**src/rtl/area_wait_ctrl.sv**
```systemverilog
module area_wait_ctrl #(
  parameter int ADDR_W   = 27,
  parameter int AREA_LSB = 25,
  parameter int CFG_W    = 17
) (
  input  logic              clk,
  input  logic              rst_n,
  input  logic              cfg_we,
  input  logic [CFG_W-1:0]  cfg_wdata,
  input  logic              req,
  input  logic [ADDR_W-1:0] addr,
  input  logic              bus_master,
  input  logic              bgrant,
  output logic              breq,
  output logic              busy,
  output logic              done,
  output logic              mon_en,
  output logic              brom_en
);
  localparam int LW0 = 8, LW1 = 10, LW23 = 12, MON = 14, PSH = 15, BROM = 16;
  localparam logic [CFG_W-1:0] CFG_RST = CFG_W'(14'h3fff);

  typedef enum logic [1:0] {S_IDLE, S_ARB, S_WAIT, S_DONE} st_t;

  st_t              st_q;
  logic [CFG_W-1:0] cfg_q;
  logic [2:0]       cnt_q;
  logic [1:0]       area_q;
  logic             need_q, pshm_q;
  logic [1:0]       area_in;
  logic             unused_addr_bits;

  assign area_in          = addr[AREA_LSB +: 2];
  assign unused_addr_bits = ^addr[AREA_LSB-1:0];

  function automatic logic [2:0] waits_of(input logic [CFG_W-1:0] c, input logic [1:0] a);
    logic [1:0] s, l;
    s = c[2*a +: 2];
    if (s != 2'b11) return {1'b0, s};
    case (a)
      2'd0:    l = c[LW0 +: 2];
      2'd1:    l = c[LW1 +: 2];
      default: l = c[LW23 +: 2];
    endcase
    return 3'd3 + {1'b0, l};
  endfunction

  always_ff @(posedge clk) begin
    if (!rst_n) cfg_q <= CFG_RST;
    else if (cfg_we) cfg_q <= cfg_wdata;
  end

  always_ff @(posedge clk) begin
    if (!rst_n) begin
      st_q   <= S_IDLE;
      cnt_q  <= '0;
      area_q <= '0;
      need_q <= 1'b0;
      pshm_q <= 1'b0;
    end else begin
      case (st_q)
        S_IDLE: if (req) begin
          area_q <= area_in;
          cnt_q  <= waits_of(cfg_q, area_in);
          pshm_q <= bus_master && cfg_q[PSH];
          need_q <= !(bus_master && cfg_q[PSH] && area_in != 2'd2);
          st_q   <= (bus_master && cfg_q[PSH] && area_in != 2'd2) ? S_WAIT : S_ARB;
        end
        S_ARB:  if (bgrant) st_q <= S_WAIT;
        S_WAIT: if (cnt_q == 3'd0) st_q <= S_DONE;
                else cnt_q <= cnt_q - 3'd1;
        default: st_q <= S_IDLE;
      endcase
    end
  end

  assign busy    = st_q != S_IDLE;
  assign breq    = busy && need_q;
  assign done    = st_q == S_DONE;
  assign mon_en  = cfg_q[MON] && !cfg_q[PSH];
  assign brom_en = cfg_q[BROM];

  a_r1_wait_bounded: assert property (@(posedge clk) disable iff (!rst_n)
    cnt_q <= 3'd6);
  a_r5_partial_share_area2: assert property (@(posedge clk) disable iff (!rst_n)
    (breq && pshm_q) |-> area_q == 2'd2);
  a_r6_hold_until_grant: assert property (@(posedge clk) disable iff (!rst_n)
    (st_q == S_ARB && !bgrant) |=> st_q == S_ARB);
  a_r6_breq_through_access: assert property (@(posedge clk) disable iff (!rst_n)
    (st_q == S_ARB) |-> breq);
  a_r7_done_single: assert property (@(posedge clk) disable iff (!rst_n)
    done |=> !done);
  a_r7_done_after_wait: assert property (@(posedge clk) disable iff (!rst_n)
    done |-> $past(st_q == S_WAIT && cnt_q == 3'd0));
  a_r8_monitor_forced_off: assert property (@(posedge clk) disable iff (!rst_n)
    cfg_q[PSH] |-> !mon_en);
endmodule

```
**config.mk**
```make
export PLATFORM = sky130hd
export DESIGN_NAME = area_wait_ctrl
export DESIGN_NICKNAME = d
export VERILOG_FILES = /design/src/rtl/area_wait_ctrl.sv
export SDC_FILE = /design/constraint.sdc
export NUM_CORES = 1
export LEC_CHECK = 0
export BUFFER_PORTS_ARGS = -buffer_cell sky130_fd_sc_hd__buf_2
export CAP_MARGIN = 40
export CELL_PAD_IN_SITES_DETAIL_PLACEMENT = 0
export CELL_PAD_IN_SITES_GLOBAL_PLACEMENT = 1
export CORE_UTILIZATION = 33
export CTS_CLUSTER_DIAMETER = 200
export CTS_CLUSTER_SIZE = 40
export DETAILED_ROUTE_END_ITERATION = 16
export PLACE_DENSITY = 0.85
export SETUP_SLACK_MARGIN = 0.2
export SYNTH_ARGS = -nofsm -noshare
export SYNTH_HDL_FRONTEND = slang
export SYNTH_SLANG_ARGS = --single-unit
```
**constraint.sdc**
```tcl
create_clock -name clk -period 1.7 [get_ports clk]
set_input_delay 0 -clock clk [delete_from_list [all_inputs] [get_ports clk]]
set_output_delay 0 -clock clk [all_outputs]
set_load 0.01 [all_outputs]
```
=== Word-level counts from Yosys, hierarchy flattened ===
Index checks and enable logic that the tools add are counted.

* Bitwise operators: 0
* Magnitude comparators: 0
* Reductions and logical operators: 14
* Shift-type cells: 1
* Div/mod/pow operators: 0
* Muxes and demuxes: 19
* $add $sub $neg: 2
* Equality and inequality tests: 10
* $mul: 0

{| class="wikitable"
|+ Operators by type and width
! operator !! number
|-
| 17-bit by 4-bit variable part select with 2-bit output || 1
|-
| 2-bit two-way mux || 8
|-
| 3-bit two-way mux || 4
|-
| 2-bit inequality test (second input constant) || 6
|-
| 2-bit one-hot mux with 3 select lines || 1
|-
| 3-bit one-hot mux with 2 select lines || 1
|-
| 3-bit AND reduction || 2
|-
| 2-bit by 1-bit equality test with 1-bit output (second input constant) || 2
|-
| 2-bit equality test (second input constant) || 2
|-
| 1-bit logical AND || 4
|-
| 2-bit zero test || 2
|-
| 1-bit two-way mux || 4
|-
| 2-bit one-hot mux with 2 select lines || 1
|-
| 2-bit nonzero test || 2
|-
| 2-bit by 2-bit adder with 3-bit output (first input constant) || 1
|-
| 3-bit zero test || 1
|-
| 3-bit by 1-bit subtractor with 3-bit output (second input constant) || 1
|-
| 1-bit zero test || 2
|-
| 2-bit AND reduction || 1
|}

* Latch bits: 0
* Memory bits (writable): 0
* Output and inout bits: 5
* ROM bits: 0
* Memories kept: 0
* Input bits: 50
* Register bits after elaboration: 23
* Word-level logic and storage cells: 50

=== Depth between registers and ports, before layout ===
* Depth in word-level cells: 14
* Depth in mapped cells: 7

=== Least setup slack after synthesis ===
OpenSTA, ideal clock, no wires.

* Kind: reg2reg
* Start point: register st_q[1]
* End point: register st_q[1]
* Arrival time: 1.508 ns
* Path buffers: 0
* Period minus slack after synthesis: 1.578 ns
* Setup slack: 0.122 ns
* Stages on the path, launching flop included: 7
* Cell sequence: dfxtp_1 inv_1 ha_1 inv_1 o221ai_1 or3_1 a21oi_1

* Cells in the longest elaborated chain, start to end: 3

{| class="wikitable"
|+ Ends and longest elaborated chain
! item !! RTL line !! text
|-
| start: declaration || 25 || <nowiki>st_t st_q;</nowiki>
|-
| start signal: assignment || 67 || <nowiki>st_q <= (bus_master && cfg_q[PSH] && area_in != 2'd2) ? S_WAIT : S_ARB;</nowiki>
|-
| 2-bit equality test, or another cell as far along || 61 || <nowiki>case (st_q)</nowiki>
|-
| 2-bit inequality test (no line) || n/a ||
|-
| 3-bit AND reduction (no line) || n/a ||
|}

Parallel ways exist; a longest one is shown, timed or not.
A chain may end at the register's enable or synchronous reset.

=== Worst setup path after layout ===
* Start point: register cnt_q[1]
* End point: register st_q[1]

* Cells in the longest elaborated chain, start to end: 3

{| class="wikitable"
|+ Ends and longest elaborated chain
! item !! RTL line !! text
|-
| start: declaration || 27 || <nowiki>logic [2:0] cnt_q;</nowiki>
|-
| start signal: assignment || 64 || <nowiki>cnt_q <= waits_of(cfg_q, area_in);</nowiki>
|-
| start signal: assignment || 71 || <nowiki>else cnt_q <= cnt_q - 3'd1;</nowiki>
|-
| 3-bit zero test || 70 || <nowiki>S_WAIT: if (cnt_q == 3'd0) st_q <= S_DONE;</nowiki>
|-
| 2-bit inequality test (no line) || n/a ||
|-
| 3-bit AND reduction (no line) || n/a ||
|}

Every way passes these cells.

==> results_dict.tcl <==
set metrics [dict create \
    status "completed" \
    seq_area_frac_synth 0.395 \
    vdd_drop_max_mv 0.694 \
    tightest_slew_ns 0.491 \
    final.period_utilization 0.841 \
    hold_violations 0 \
    netlist_top_cells_area "dfxtp_1 (40%), mux2i_1 (17%), ha_1 (8.6%), nand2_1 (5.2%), a21oi_1 (3.9%)" \
    grt_pass1_wl_um 4040 \
    htreeDepth 1 \
    cp_common_cell "ha_4" \
    slowest_stage "or3_1" \
    final_cells 221 \
    clock-sinks 23 \
    synth_compound_area_frac 0.125 \
    wire_per_inst_um 12.3 \
    clk_path_buf_depth 2 \
    worstRegToRegCells 7 \
    arrival_ns 1.67 \
    first_iter_violations 45 \
    path_cells "inv_2 > ha_4 > ha_4 > nand2b_4 > o221ai_4 > or3_1 > a21oi_1" \
    drt_first_pass_iters 4 \
    async_reset_ff_frac 0 \
    synth_edf_count 0 \
    hold_depth 2 \
    dp_cells 194 \
    synth_warnings 0 \
    cp_max_fo 4 \
    hold_path_end "cfg_q[1]$_SDFFE_PN1P_" \
    crit_family "simple AND/OR/NAND/NOR gates" \
    hp-start "rst_n" \
    critPathLaunchType "flip-flop" \
    syn-num-nets 180 \
    report.final.slew_viol_count 0 \
    crit_buf_inv 1 \
    power.total_mw 2.04 \
    die_w_um 61.4 \
    cts_buffers 3 \
    power_density_mw_per_mm2 1200 \
    slew_headroom 0.673 \
    worst_hold_path_type "primary input to flip-flop" \
    final_util 0.505 \
    grt_max_degree 19 \
    initial_core_util 0.346 \
    rsz0062_at_grt "yes" \
    p_leak_nw 0.788 \
    portBuffers 29 \
    synthFlopType "dfxtp_1" \
    synth_xor_area_frac 0 \
    rows 21 \
    fin_tns_setup_ns 0 \
    maxCapViolCount 0 \
    synth_top_area_frac 0.395 \
    dpl.hpwl_um 1640 \
    hold_slack_ns 0.0204 \
    fill_cells 349 \
    insertion_delay_ns 0.30 \
    n_antenna_cell 0 \
    synth.most_common_cell "dfxtp_1" \
    vias_per_cell 4.67 \
    num-nets-final 234 \
    yosysTopAreaCell "dfxtp_1" \
    period_needed_ns 1.43 \
    busiest_layer "met2" \
    ff2ff_setup_slack_ns 0.27 \
    crit_required_ns 1.94 \
    cts_root_buf "clkbuf_4" \
    crit_type "flip-flop to flip-flop" \
    synthSimpleGateAreaFrac 0.124 \
    skew_ns 0.00563 \
    fmax_mhz 699 \
    synth_cell_types 26 \
    r2r_end "st_q[1]$_SDFFE_PN0P_" \
    syn_area_mm2 0.00116 \
    grtUsageTotal 0.148 \
    syn_to_final_growth_pct 45.9 \
    muxShareOfSynthArea 0.214 \
    use_met2 0.278 \
    tritoncts "done" \
    die_area_mm2 0.00377 \
    synth_seq_cells 23 \
    reg2reg_from "cnt_q[1]$_SDFFE_PN0P_" \
    drive_gt1_frac 0.360 \
    syn_avg_cell_area_um2 9.55 \
    synth_fa_ha_area_frac 0.0859 \
    slowest_delay_ns 0.38 \
    worst_setup_path_end_kind "flip-flop" \
    grt_overflow 0 \
    finalWirelength_um 2710 \
    die_y_um 61.4 \
    place_congestion 0.738 \
    drc 0 \
    detail-route-antenna-nets 0 \
    synth_top_cells_by_count "dfxtp_1 (23), mux2i_1 (20), nand2_1 (16), inv_1 (10), a21oi_1 (9)" \
    pin_count 55 \
    grt_util_met3 0.0504 \
    coreArea_mm2 0.00336 \
    use_met1 0.167 \
    antenna_found_initial 0 \
    vias 1032 \
    synth_top_family_by_area "multiplexers" \
    clk_pin_slew_ns 0.12 \
    grt_pass1_vias 951 \
    postSynthCellCount 122 \
    finalSetupViolations 0 \
]
==> layer usage <==
metal  routed length (um)  vias up
li1                     -      529
met1                 1130      474
met2                 1440       27
met3                  120        2
met4                   11        0
met5                    0        -
==> state kept, by name (all words and copies together) (netlist names) <==
name and count:
st_q 2, cnt_q 3, need_q 1, cfg_q 17
==> stage by stage <==
step           worst slack [ns]  instance area [um2]
6_report                  0.270                 1700
5_1_grt                   0.182                 1700
4_1_cts                   0.204                 1600
3_5_place_dp              0.109                 1360
3_3_place_gp              0.142                 1360
2_1_floorplan             0.216                 1170
==> placed cells by master (no fill, tap or decap), types with 5 or more instances in the layout <==
cell           netlist  layout
a21oi_1              9       7
buf_2                2      29
buf_4                0       7
dfxtp_1             23      17
dfxtp_2              0       5
dlygate4sd3_1        0      18
inv_2                0       6
mux2i_1             20      19
nand2_1             16      16
nand2b_1             6       5
==> worst max path at each step <==
stage | cells past startpoint | endpoint | slack, ns | start
global placement | 7 | st_q[1]$_SDFFE_PN0P_ | 0.14 | cnt_q[0]$_SDFFE_PN0P_
global route | 7 | st_q[1]$_SDFFE_PN0P_ | 0.18 | cnt_q[1]$_SDFFE_PN0P_
floorplan | 6 | st_q[1]$_SDFFE_PN0P_ | 0.22 | st_q[0]$_SDFFE_PN0P_
CTS | 7 | st_q[1]$_SDFFE_PN0P_ | 0.20 | cnt_q[0]$_SDFFE_PN0P_
detailed placement | 7 | st_q[1]$_SDFFE_PN0P_ | 0.11 | cnt_q[0]$_SDFFE_PN0P_
finish | 7 | st_q[1]$_SDFFE_PN0P_ | 0.27 | cnt_q[1]$_SDFFE_PN0P_
==> final cells by class <==
type                       count  area, um2  share of cell area
clock buffer                   4       26.3              0.0155
inverter                      10       37.5              0.0221
multi-input combinational     84        729               0.429
sequential                    23        470               0.277
tap                           46       57.6              0.0339
timing repair buffer          54        378               0.222
==> timing repair <==
action,CTS,global route
resized for setup,6,22
pin swaps,1,5
endpoints found under the hold margin,18,0
endpoints found under the setup margin,3,5
cloned,0,0
buffers inserted,2,3
hold buffers,18,0
==> cells by family after synthesis <==
kind of cell    after synthesis
fa+ha+maj                     8
compound gates               23
mux                          22
simple gates                 31
buf+inv                      15
flops                        23
==> report_power, final <==
group | switching, mW | leakage (nW) | internal, mW | total, mW
Clock | 0.155 | 0.0150 | 0.0915 | 0.247
Sequential | 0.0611 | 0.192 | 0.639 | 0.700
Combinational | 0.513 | 0.582 | 0.580 | 1.09
Total | 0.729 | 0.788 | 1.31 | 2.04
(Power assumes the default switching activity.)
